$ cat src/rtl/flush_pkg.sv
// Shared definitions for the dirty-window flush controller.
package flush_pkg;
    // Controller activity: idle (serving clean requests) or sweeping.
    typedef enum logic {
        FL_IDLE  = 1'b0,
        FL_SWEEP = 1'b1
    } fl_state_t;
endpackage

$ cat src/rtl/flush_req_fifo.sv
// Clean-request queue. DEPTH may be any value >= 1; the pointers wrap
// explicitly instead of relying on power-of-two overflow.
// Assumes: push while full is not passed in (the caller gates it).
module flush_req_fifo #(
    parameter int DEPTH = 3,
    parameter int W     = 8
) (
    input  logic         clk,
    input  logic         rst_n,
    input  logic         push,
    input  logic [W-1:0] din,
    input  logic         pop,
    output logic [W-1:0] dout,
    output logic         empty,
    output logic         full
);
    localparam int PW = (DEPTH > 1) ? $clog2(DEPTH) : 1;
    localparam int CW = $clog2(DEPTH + 1);
    localparam logic [PW-1:0] LASTP = PW'(DEPTH - 1);

    logic [W-1:0]  mem [DEPTH];
    logic [PW-1:0] wr_ptr, rd_ptr;
    logic [CW-1:0] count;

    assign empty = (count == '0);
    assign full  = (count == CW'(DEPTH));
    assign dout  = mem[rd_ptr];

    // Storage write on push.
    always_ff @(posedge clk) begin
        if (push) mem[wr_ptr] <= din;
    end

    // Pointer and occupancy update with explicit wrap.
    always_ff @(posedge clk) begin
        if (!rst_n) begin
            wr_ptr <= '0;
            rd_ptr <= '0;
            count  <= '0;
        end else begin
            if (push) wr_ptr <= (wr_ptr == LASTP) ? '0 : wr_ptr + PW'(1);
            if (pop)  rd_ptr <= (rd_ptr == LASTP) ? '0 : rd_ptr + PW'(1);
            if (push && !pop)      count <= count + CW'(1);
            else if (pop && !push) count <= count - CW'(1);
        end
    end
endmodule

$ cat src/rtl/flush_way_pick.sv
// Priority picker: finds the lowest-numbered set bit of a dirty vector.
// Assumes: the result index is meaningful only when any is 1.
module flush_way_pick #(
    parameter int WAYS = 4
) (
    input  logic [WAYS-1:0]                     vec,
    output logic                                any,
    output logic [(WAYS>1?$clog2(WAYS):1)-1:0]  idx
);
    localparam int WW = (WAYS > 1) ? $clog2(WAYS) : 1;

    assign any = |vec;

    // Scan from the top down so the lowest set bit wins.
    always_comb begin
        idx = '0;
        for (int i = WAYS - 1; i >= 0; i--) begin
            if (vec[i]) idx = WW'(i);
        end
    end
endmodule

$ cat src/rtl/flush_dirty_window.sv
// Dirty-set window tracker. Holds a live [min,max] window and a shadow
// window that collects marks arriving during a sweep. Empty is encoded as
// min = SETS-1, max = 0, so the first mark loads both bounds.
// Assumes: restart and commit are never asserted together.
module flush_dirty_window #(
    parameter int SETS = 16
) (
    input  logic                     clk,
    input  logic                     rst_n,
    input  logic                     mark_valid,
    input  logic [$clog2(SETS)-1:0]  mark_set,
    input  logic                     restart,
    input  logic                     commit,
    output logic [$clog2(SETS)-1:0]  win_min,
    output logic [$clog2(SETS)-1:0]  win_max,
    output logic                     win_empty
);
    localparam int SW = $clog2(SETS);
    localparam logic [SW-1:0] EMPTY_MIN = SW'(SETS - 1);
    localparam logic [SW-1:0] EMPTY_MAX = '0;

    logic [SW-1:0] sh_min, sh_max;
    logic [SW-1:0] live_min_n, live_max_n, sh_min_n, sh_max_n;
    logic [SW-1:0] base_min, base_max;

    assign win_empty = (win_min > win_max);

    // Pick the window the live copy starts from and fold in this cycle's mark.
    always_comb begin
        base_min   = commit ? sh_min : win_min;
        base_max   = commit ? sh_max : win_max;
        live_min_n = (mark_valid && mark_set < base_min) ? mark_set : base_min;
        live_max_n = (mark_valid && mark_set > base_max) ? mark_set : base_max;
    end

    // Shadow window: cleared on restart, otherwise accumulates marks.
    always_comb begin
        sh_min_n = restart ? EMPTY_MIN : sh_min;
        sh_max_n = restart ? EMPTY_MAX : sh_max;
        if (mark_valid && mark_set < sh_min_n) sh_min_n = mark_set;
        if (mark_valid && mark_set > sh_max_n) sh_max_n = mark_set;
    end

    // Window registers.
    always_ff @(posedge clk) begin
        if (!rst_n) begin
            win_min <= EMPTY_MIN;
            win_max <= EMPTY_MAX;
            sh_min  <= EMPTY_MIN;
            sh_max  <= EMPTY_MAX;
        end else begin
            win_min <= live_min_n;
            win_max <= live_max_n;
            sh_min  <= sh_min_n;
            sh_max  <= sh_max_n;
        end
    end
endmodule

$ cat src/rtl/flush_range_ctrl.sv
// Dirty-window flush controller top. In idle it serves queued single-line
// clean requests; on a flush it sweeps the sets between the window bounds,
// writing back every dirty way and clearing its directory bit.
// Assumes: dir_rd_dirty is a combinational function of dir_rd_set, and a
// directory clear takes effect at the clock edge it is issued on.
module flush_range_ctrl #(
    parameter int SETS   = 16,
    parameter int WAYS   = 4,
    parameter int QDEPTH = 3
) (
    input  logic                                clk,
    input  logic                                rst_n,
    input  logic                                flush_valid,
    output logic                                flush_ready,
    output logic                                flush_done,
    input  logic                                clean_valid,
    output logic                                clean_ready,
    input  logic [$clog2(SETS)-1:0]             clean_set,
    input  logic [(WAYS>1?$clog2(WAYS):1)-1:0]  clean_way,
    input  logic                                clean_need_rsp,
    output logic                                clean_rsp,
    input  logic                                mark_valid,
    input  logic [$clog2(SETS)-1:0]             mark_set,
    output logic [$clog2(SETS)-1:0]             dir_rd_set,
    input  logic [WAYS-1:0]                     dir_rd_dirty,
    output logic                                dir_clr_valid,
    output logic [$clog2(SETS)-1:0]             dir_clr_set,
    output logic [(WAYS>1?$clog2(WAYS):1)-1:0]  dir_clr_way,
    output logic                                wb_valid,
    input  logic                                wb_ready,
    output logic [$clog2(SETS)-1:0]             wb_set,
    output logic [(WAYS>1?$clog2(WAYS):1)-1:0]  wb_way
);
    import flush_pkg::*;

    localparam int SW = $clog2(SETS);
    localparam int WW = (WAYS > 1) ? $clog2(WAYS) : 1;
    localparam int QW = SW + WW + 1;

    fl_state_t     state;
    logic          sweeping;
    logic [SW-1:0] idx;
    logic [SW-1:0] win_min, win_max;
    logic          win_empty;

    logic          q_empty, q_full, q_push, q_pop;
    logic [QW-1:0] q_dout;
    logic [SW-1:0] head_set;
    logic [WW-1:0] head_way;
    logic          head_rsp;

    logic          any_dirty;
    logic [WW-1:0] low_way;
    logic          head_dirty;
    logic          sweep_last, clean_done, flush_acc, wb_fire;
    logic          win_restart, win_commit;

    assign sweeping = (state == FL_SWEEP);
    assign {head_set, head_way, head_rsp} = q_dout;

    // Request queue for single-line cleans.
    assign clean_ready = !q_full;
    assign q_push      = clean_valid && !q_full;
    assign q_pop       = clean_done;

    flush_req_fifo #(.DEPTH(QDEPTH), .W(QW)) u_queue (
        .clk   (clk),
        .rst_n (rst_n),
        .push  (q_push),
        .din   ({clean_set, clean_way, clean_need_rsp}),
        .pop   (q_pop),
        .dout  (q_dout),
        .empty (q_empty),
        .full  (q_full)
    );

    // Lowest dirty way of the set being read.
    flush_way_pick #(.WAYS(WAYS)) u_pick (
        .vec (dir_rd_dirty),
        .any (any_dirty),
        .idx (low_way)
    );

    // Dirty-set window with shadow for marks taken during a sweep.
    flush_dirty_window #(.SETS(SETS)) u_window (
        .clk        (clk),
        .rst_n      (rst_n),
        .mark_valid (mark_valid),
        .mark_set   (mark_set),
        .restart    (win_restart),
        .commit     (win_commit),
        .win_min    (win_min),
        .win_max    (win_max),
        .win_empty  (win_empty)
    );

    // Directory read address and per-cycle control decisions.
    always_comb begin
        dir_rd_set  = sweeping ? idx : head_set;
        head_dirty  = dir_rd_dirty[head_way];
        flush_ready = !sweeping && q_empty;
        flush_acc   = flush_valid && flush_ready;
        sweep_last  = sweeping && !any_dirty && (idx >= win_max);
        if (sweeping) begin
            wb_valid = any_dirty;
            wb_set   = idx;
            wb_way   = low_way;
        end else begin
            wb_valid = !q_empty && head_dirty;
            wb_set   = head_set;
            wb_way   = head_way;
        end
        wb_fire     = wb_valid && wb_ready;
        clean_done  = !sweeping && !q_empty && (!head_dirty || wb_ready);
        win_restart = flush_acc && !win_empty;
        win_commit  = sweep_last;
    end

    // Each accepted writeback clears its directory bit in the same cycle.
    assign dir_clr_valid = wb_fire;
    assign dir_clr_set   = wb_set;
    assign dir_clr_way   = wb_way;

    // Sweep state and set index.
    always_ff @(posedge clk) begin
        if (!rst_n) begin
            state <= FL_IDLE;
            idx   <= '0;
        end else if (sweeping) begin
            if (sweep_last)      state <= FL_IDLE;
            else if (!any_dirty) idx   <= idx + SW'(1);
        end else if (win_restart) begin
            state <= FL_SWEEP;
            idx   <= win_min;
        end
    end

    // One-cycle completion pulses.
    always_ff @(posedge clk) begin
        if (!rst_n) begin
            flush_done <= 1'b0;
            clean_rsp  <= 1'b0;
        end else begin
            flush_done <= sweep_last || (flush_acc && win_empty);
            clean_rsp  <= clean_done && head_rsp;
        end
    end
endmodule

$ cat config.mk
export PLATFORM = sky130hd
export DESIGN_NAME = flush_range_ctrl
export DESIGN_NICKNAME = d
export VERILOG_FILES = /design/src/rtl/flush_pkg.sv /design/src/rtl/flush_req_fifo.sv /design/src/rtl/flush_way_pick.sv /design/src/rtl/flush_dirty_window.sv /design/src/rtl/flush_range_ctrl.sv
export SDC_FILE = /design/constraint.sdc
export NUM_CORES = 1
export LEC_CHECK = 0
export CAP_MARGIN = 20
export CORE_MARGIN = 8
export CORE_UTILIZATION = 40
export CTS_CLUSTER_SIZE = 12
export DETAILED_ROUTE_END_ITERATION = 8
export HOLD_SLACK_MARGIN = 0.08
export PLACE_DENSITY = 0.69
export SYNTH_ARGS = -nofsm -noshare
export SYNTH_HDL_FRONTEND = slang
export SYNTH_SLANG_ARGS = --single-unit
export TNS_END_PERCENT = 5
$ cat constraint.sdc
create_clock -name clk -period 3.6 [get_ports clk]
set_input_delay 0.36 -clock clk [delete_from_list [all_inputs] [get_ports clk]]
set_output_delay 0.36 -clock clk [all_outputs]
set_load 0.02 [all_outputs]
==> results of run 1 <==
==> area by class of cell <==
type	instances	share of cell area, %
Clock buffer	5	1.94
Clock inverter	3	0.669
Inverter	14	1.48
Multi-Input combinational cell	220	43.7
Sequential cell	52	35.2
Tap cell	99	3.49
Timing Repair Buffer	50	13.5
==> final timing paths <==
path                               endpoint  slack [ps]  cells after the start                          start
max          u_window.win_min[2]$_SDFF_PN1_         350                     13            idx[0]$_SDFFE_PN0P_
min           u_window.sh_max[1]$_SDFF_PN0_         520                      2  u_window.sh_max[1]$_SDFF_PN0_
max reg2reg  u_window.win_min[2]$_SDFF_PN1_         350                     13            idx[0]$_SDFFE_PN0P_
min reg2reg   u_window.sh_max[1]$_SDFF_PN0_         520                      2  u_window.sh_max[1]$_SDFF_PN0_
==> cell families (layout without fill, tap and decap cells) <==
family          count (synthesis)  in the layout  share of synthesized area [%]
fa+ha+maj                      24             24                           10.0
compound gates                 72             72                           15.5
xor+xnor                        2              2                          0.585
flops                          52             52                           41.8
buf+inv                        33             72                           6.48
mux                            25             25                           9.70
simple gates                   97             97                           15.9
==> cell usage after synthesis (2+ instances only) <==
master,instances
nor3_1,4
o21a_1,5
mux2i_1,17
buf_6,3
nor4b_1,4
nand2_1,30
ha_1,24
o21bai_1,3
nor2_1,29
and2_1,2
o21ai_0,18
nor2b_1,5
o2111a_1,3
mux2_2,5
o32ai_1,3
or2_1,3
inv_1,13
nand2b_1,3
nand3_1,3
dfxtp_1,31
nand4_1,3
a21oi_1,30
o21ai_2,2
nor3b_1,2
edfxtp_1,21
nand3b_1,4
clkbuf_1,4
a21o_1,2
xor2_1,2
buf_4,10
==> power groups by stage <==
stage | registers [mW] | clock network, mW | logic, mW
final | 0.756 | 0.349 | 0.908
after global routing | 0.766 | 0.386 | 0.983
after CTS | 0.756 | 0.360 | 0.918
after detailed placement | 0.770 | 0 | 0.913
after global placement | 0.768 | 0 | 0.894
after floorplan | 0.746 | 0 | 0.648
==> layer usage <==
metal | routed length [um] | GRT usage [%] | share of wire [%]
met1 | 3010 | 16.7 | 44
met2 | 3440 | 25.0 | 50
met3 | 294 | 1.22 | 4.3
met4 | 89 | 4.40 | 1.3
met5 | 0 | 0 | 0
==> state kept, by name, indices dropped and copies added, names as in the netlist, named ones only <==
register	cells
state	1
u_window.sh_min	4
idx	4
flush_done	1
u_queue.wr_ptr	2
u_queue.rd_ptr	2
u_queue.count	2
u_window.win_min	4
u_window.win_max	4
u_window.sh_max	4
u_queue.mem	21
clean_rsp	1
==> tightest hold or removal path, cell delays in order, from the launching register on <==
cell and delay (ps):
dfxtp_1 340, nand3b_1 80, a21oi_1 60
==> impl_metrics.json, run 1 <==
{
  "critPathRequiredTime_ps": 3790,
  "std_cell_rows": 31,
  "p_per_area_mw_per_mm2": 567,
  "dp_slack_ps": 94.0,
  "root_buffer": "clkbuf_8",
  "io_pins": 43,
  "drc": 0,
  "p_seq_share_pct": 37.5,
  "drt_wl_total_um": 6830,
  "avgSynthCellArea_um2": 9.81,
  "grt_usage_pct": 13.8,
  "multiInputGateArea_mm2": 0.00155,
  "fin_crit_ps": 3250,
  "whs_ps": 518,
  "drt_iter0_markers": 103,
  "synth-seq-area-share_pct": 41.8,
  "synth_top_area_share_pct": 21.1,
  "fin_ws_ps": 353,
  "postRouteAntennaNets": 0,
  "status": "completed",
  "max_slew_margin_pct": 42.9,
  "slowest_delay_ps": 500,
  "syn_area_mm2": 0.00299,
  "grt_overflow_total": 0,
  "routabilityCongestion": 0.878,
  "path_class": "reg2reg",
  "placed_cells": 435,
  "antenna_found_initial": 0,
  "final_common_cell": "clkdlybuf4s50_1",
  "intPower_mw": 1.26,
  "path_max_fanout": 7,
  "firstDrtPassIters": 4,
  "die_x_um": 103,
  "grt_max_degree": 25,
  "critPathTopFamily": "simple AND/OR/NAND/NOR gates",
  "cts_sinks": 52,
  "setup_violations": 0,
  "cts.repair.resized": 0,
  "die-area_mm2": 0.0105,
  "power_frac_comb_pct": 45.1,
  "drive_gt1_share_pct": 9.01,
  "seq_area_mm2": 0.00125,
  "worstPathArrival_ps": 3440,
  "final_max_slew_viol_count": 0,
  "avgRoutedWirePerCell_um": 15.4,
  "path_buf_inv": 2,
  "synth_cells": 305,
  "cpMostUsedCell": "ha_1",
  "grt_pass1_wl_um": 11400,
  "ys.flop_type": "dfxtp_1",
  "min_period_over_period_pct": 90.2,
  "worst_slew_pin_slew_ps": 855,
  "vias_per_cell": 5.20,
  "rsz0062_at_grt": "false",
  "cp_cell_sequence": "inv_1 > ha_1 > nand2b_1 > a2111oi_2 > nor3_2 > buf_4 > mux2i_1 > ha_1 > o21a_1 > o21ai_0 > nand3b_1 > o21ai_1 > a21oi_1",
  "initial_utilization_pct": 41.3,
  "final_core_util_pct": 49.0,
  "cap_violations": 0,
  "p_sw_mw": 0.756,
  "clk_pin_slew_worst_paths_ps": 100,
  "layout_common_cells": "clkdlybuf4s50_1, dfxtp_1, nand2_1, a21oi_1, nor2_1",
  "cts_tree": "built",
  "syn_to_final_growth_pct": 18.7,
  "htreeDepth": 2,
  "synth_edf_count": 21,
  "end_kind": "register",
  "clock_latency_ps": 310,
  "n_antenna_cell": 0,
  "design_area_mm2": 0.00355,
  "cts_setup_buffers": 0,
  "die_h_um": 103,
  "core-area_mm2": 0.00725,
  "synth.ff_latch_count": 52,
  "synth_area_leader_cell": "edfxtp_1",
  "swShare_pct": 37.5,
  "fin_nets": 388,
  "hold_path_class": "reg2reg",
  "clkPwrFrac_pct": 17.3,
  "synth_nets": 350,
  "yosysUniqueCellTypes": 47,
  "vias": 2302,
  "postCtsHoldBufs": 0,
  "fillers": 691,
  "place.detailed.hpwl_um": 5320,
  "synth_warnings": 0,
  "placement.cell_area_mm2": 0.00346,
  "clock_path_buffers": 2,
  "critPathLaunchType": "register",
  "timing.fmax_mhz": 308,
  "io_buffer_count": 42,
  "clock_skew_ps": 6.34,
  "tns_ps": 0,
  "leakagePower_nw": 1.34,
  "ir_worst_vdd_mv": 0.274,
  "critPathSlowestCell": "nor3_2",
  "finalNonFillerCells": 443,
  "synthTopCellsByArea": "edfxtp_1, dfxtp_1, ha_1, mux2i_1, a21oi_1",
  "grt_pass1_vias": 2353,
  "cts-buffers-inserted": 5,
  "hold_viol_final": 0,
  "async_reset_ff_share_pct": 0,
  "totalPowerFinal_mw": 2.01
}
Note: power is estimated with default switching activity, not from simulation.
==> run 2: changes to the inputs <==
--- a/config.mk
+++ b/config.mk
@@ -11,7 +11,7 @@
 export CTS_CLUSTER_SIZE = 12
 export DETAILED_ROUTE_END_ITERATION = 8
 export HOLD_SLACK_MARGIN = 0.08
-export PLACE_DENSITY = 0.69
+export SLEW_MARGIN = 5
 export SYNTH_ARGS = -nofsm -noshare
 export SYNTH_HDL_FRONTEND = slang
 export SYNTH_SLANG_ARGS = --single-unit
==> impl_metrics.json, run 2 (synthesis gave the netlist of run 1 again) <==
{
  "status": "completed",
  "postRouteAntennaNets": 0,
  "grt_max_degree": 25,
  "syn_to_final_growth_pct": 18.6,
  "timing.fmax_mhz": 314,
  "cts_sinks": 52,
  "antenna_found_initial": 0,
  "ir_worst_vdd_mv": 0.166,
  "seq_area_mm2": 0.00125,
  "cts_tree": "built",
  "io_buffer_count": 42,
  "fin_crit_ps": 3180,
  "vias_per_cell": 5.19,
  "clock_path_buffers": 2,
  "setup_violations": 0,
  "initial_utilization_pct": 41.3,
  "fillers": 726,
  "rsz0062_at_grt": "false",
  "end_kind": "output pin",
  "place.detailed.hpwl_um": 5200,
  "min_from": "u_queue.rd_ptr[1]$_SDFFE_PN0P_",
  "clock_latency_ps": 320,
  "drive_gt1_share_pct": 8.75,
  "cts-buffers-inserted": 5,
  "die_h_um": 103,
  "grt_pass1_wl_um": 11400,
  "cp.depth": 7,
  "n_antenna_cell": 0,
  "final_max_slew_viol_count": 0,
  "rr_startpoint": "u_window.win_max[2]$_SDFF_PN0_",
  "path_max_fanout": 7,
  "max_slew_margin_pct": 44.9,
  "hold_viol_final": 0,
  "min_path_cells": 2,
  "min_period_over_period_pct": 88.3,
  "std_cell_rows": 31,
  "critPathRequiredTime_ps": 3240,
  "grt_usage_pct": 13.8,
  "dp_slack_ps": 439,
  "ff2ff_path_depth": 15,
  "core-area_mm2": 0.00725,
  "tns_ps": 0,
  "critPathSlowestCell": "dfxtp_1",
  "postCtsHoldBufs": 0,
  "path_buf_inv": 1,
  "routabilityCongestion": 0.808,
  "timing.rr.end": "u_window.sh_min[1]$_SDFF_PN1_",
  "cts_setup_buffers": 0,
  "fin_nets": 387,
  "layout_common_cells": "clkdlybuf4s50_1, dfxtp_1, nand2_1, a21oi_1, nor2_1",
  "drt_wl_total_um": 6830,
  "io_pins": 43,
  "critPathTopFamily": "multiplexers",
  "firstDrtPassIters": 4,
  "leakagePower_nw": 1.33,
  "drt_iter0_markers": 76,
  "cap_violations": 0,
  "worst_slew_pin_slew_ps": 826,
  "die-area_mm2": 0.0105,
  "fin_ws_ps": 419,
  "final_common_cell": "clkdlybuf4s50_1",
  "avgRoutedWirePerCell_um": 15.5,
  "hold_path_class": "reg2reg",
  "grt_overflow_total": 0,
  "grt_pass1_vias": 2234,
  "largest_reg_flops": 21,
  "root_buffer": "clkbuf_8",
  "design_area_mm2": 0.00355,
  "critPathLaunchType": "register",
  "die_x_um": 103,
  "placement.cell_area_mm2": 0.00345,
  "clock_skew_ps": 13.3,
  "drc": 0,
  "worstPathArrival_ps": 2820,
  "vias": 2292,
  "worst-r2r-setup-slack_ps": 460,
  "cts.repair.resized": 0,
  "clk_pin_slew_worst_paths_ps": 110,
  "top_register": "u_queue.mem",
  "htreeDepth": 2,
  "multiInputGateArea_mm2": 0.00155,
  "holdPathEnd": "u_queue.rd_ptr[1]$_SDFFE_PN0P_",
  "slowest_delay_ps": 630,
  "path_class": "reg2out",
  "cp_cell_sequence": "mux2i_1 > o21ai_2 > mux4_1 > o21ai_0 > nand2_1 > and2_1 > clkdlybuf4s50_1",
  "p_per_area_mw_per_mm2": 569
}
==> run 2: cell count changes in the layout (fill, tap and decap cells not counted) <==
cell	previous run	this run
buf_4	8	7
clkinvlp_4	0	2
inv_4	1	0
inv_6	2	0
inv_8	0	1
==> run 2: area by class of cell <==
class,instances,share of cell area [%]
multi-input cells,220,43.8
inverters,14,1.48
well taps,99,3.49
repair buffers,49,13.3
flip-flops and latches,52,35.3
clock buffers,5,1.94
clock inverters,3,0.740
==> run 2: metrics by stage <==
stage               hold slack (ps)  util [%]  power [mW]  cells
finish                          520      48.9        2.02    442
global route                    553      48.9        2.15    442
CTS                             521      48.9        2.04    442
detailed placement              507      47.6        1.68    434
global placement                491      47.6        1.67    434
floorplan                       459         -        1.39    305
==> run 2: worst min-delay path, cell delays in order, from the launching register on <==
cell     delay, ps
dfxtp_1        340
nand2_1         60
o21ai_0         80
==> run 2: worst max path at each step <==
stage                                                 to                           start
after floorplan           u_window.win_max[0]$_SDFF_PN0_             idx[0]$_SDFFE_PN0P_
after global placement    u_window.win_min[0]$_SDFF_PN1_                 dir_rd_dirty[2]
after detailed placement  u_window.win_min[0]$_SDFF_PN1_                 dir_rd_dirty[2]
after CTS                                  dir_clr_valid                        register
after global routing       u_window.sh_min[2]$_SDFF_PN1_  u_window.win_max[2]$_SDFF_PN0_
final                                      dir_clr_valid                        register
==> run 2: where the power goes <==
| part | switching, mW | internal (mW) |
|---|---|---|
| clock | 0.219 | 0.142 |
| sequential | 0.0831 | 0.686 |
| combinational | 0.468 | 0.420 |
==> run 2: routing by layer <==
layer	GRT usage, %	share of wire, %	vias up	wire [um]
met5	0	0	-	0
met1	18.1	50	1079	3390
met2	21.9	43	48	2950
li1	-	-	1158	-
met3	3.17	6.3	7	432
met4	3.95	0.97	0	66
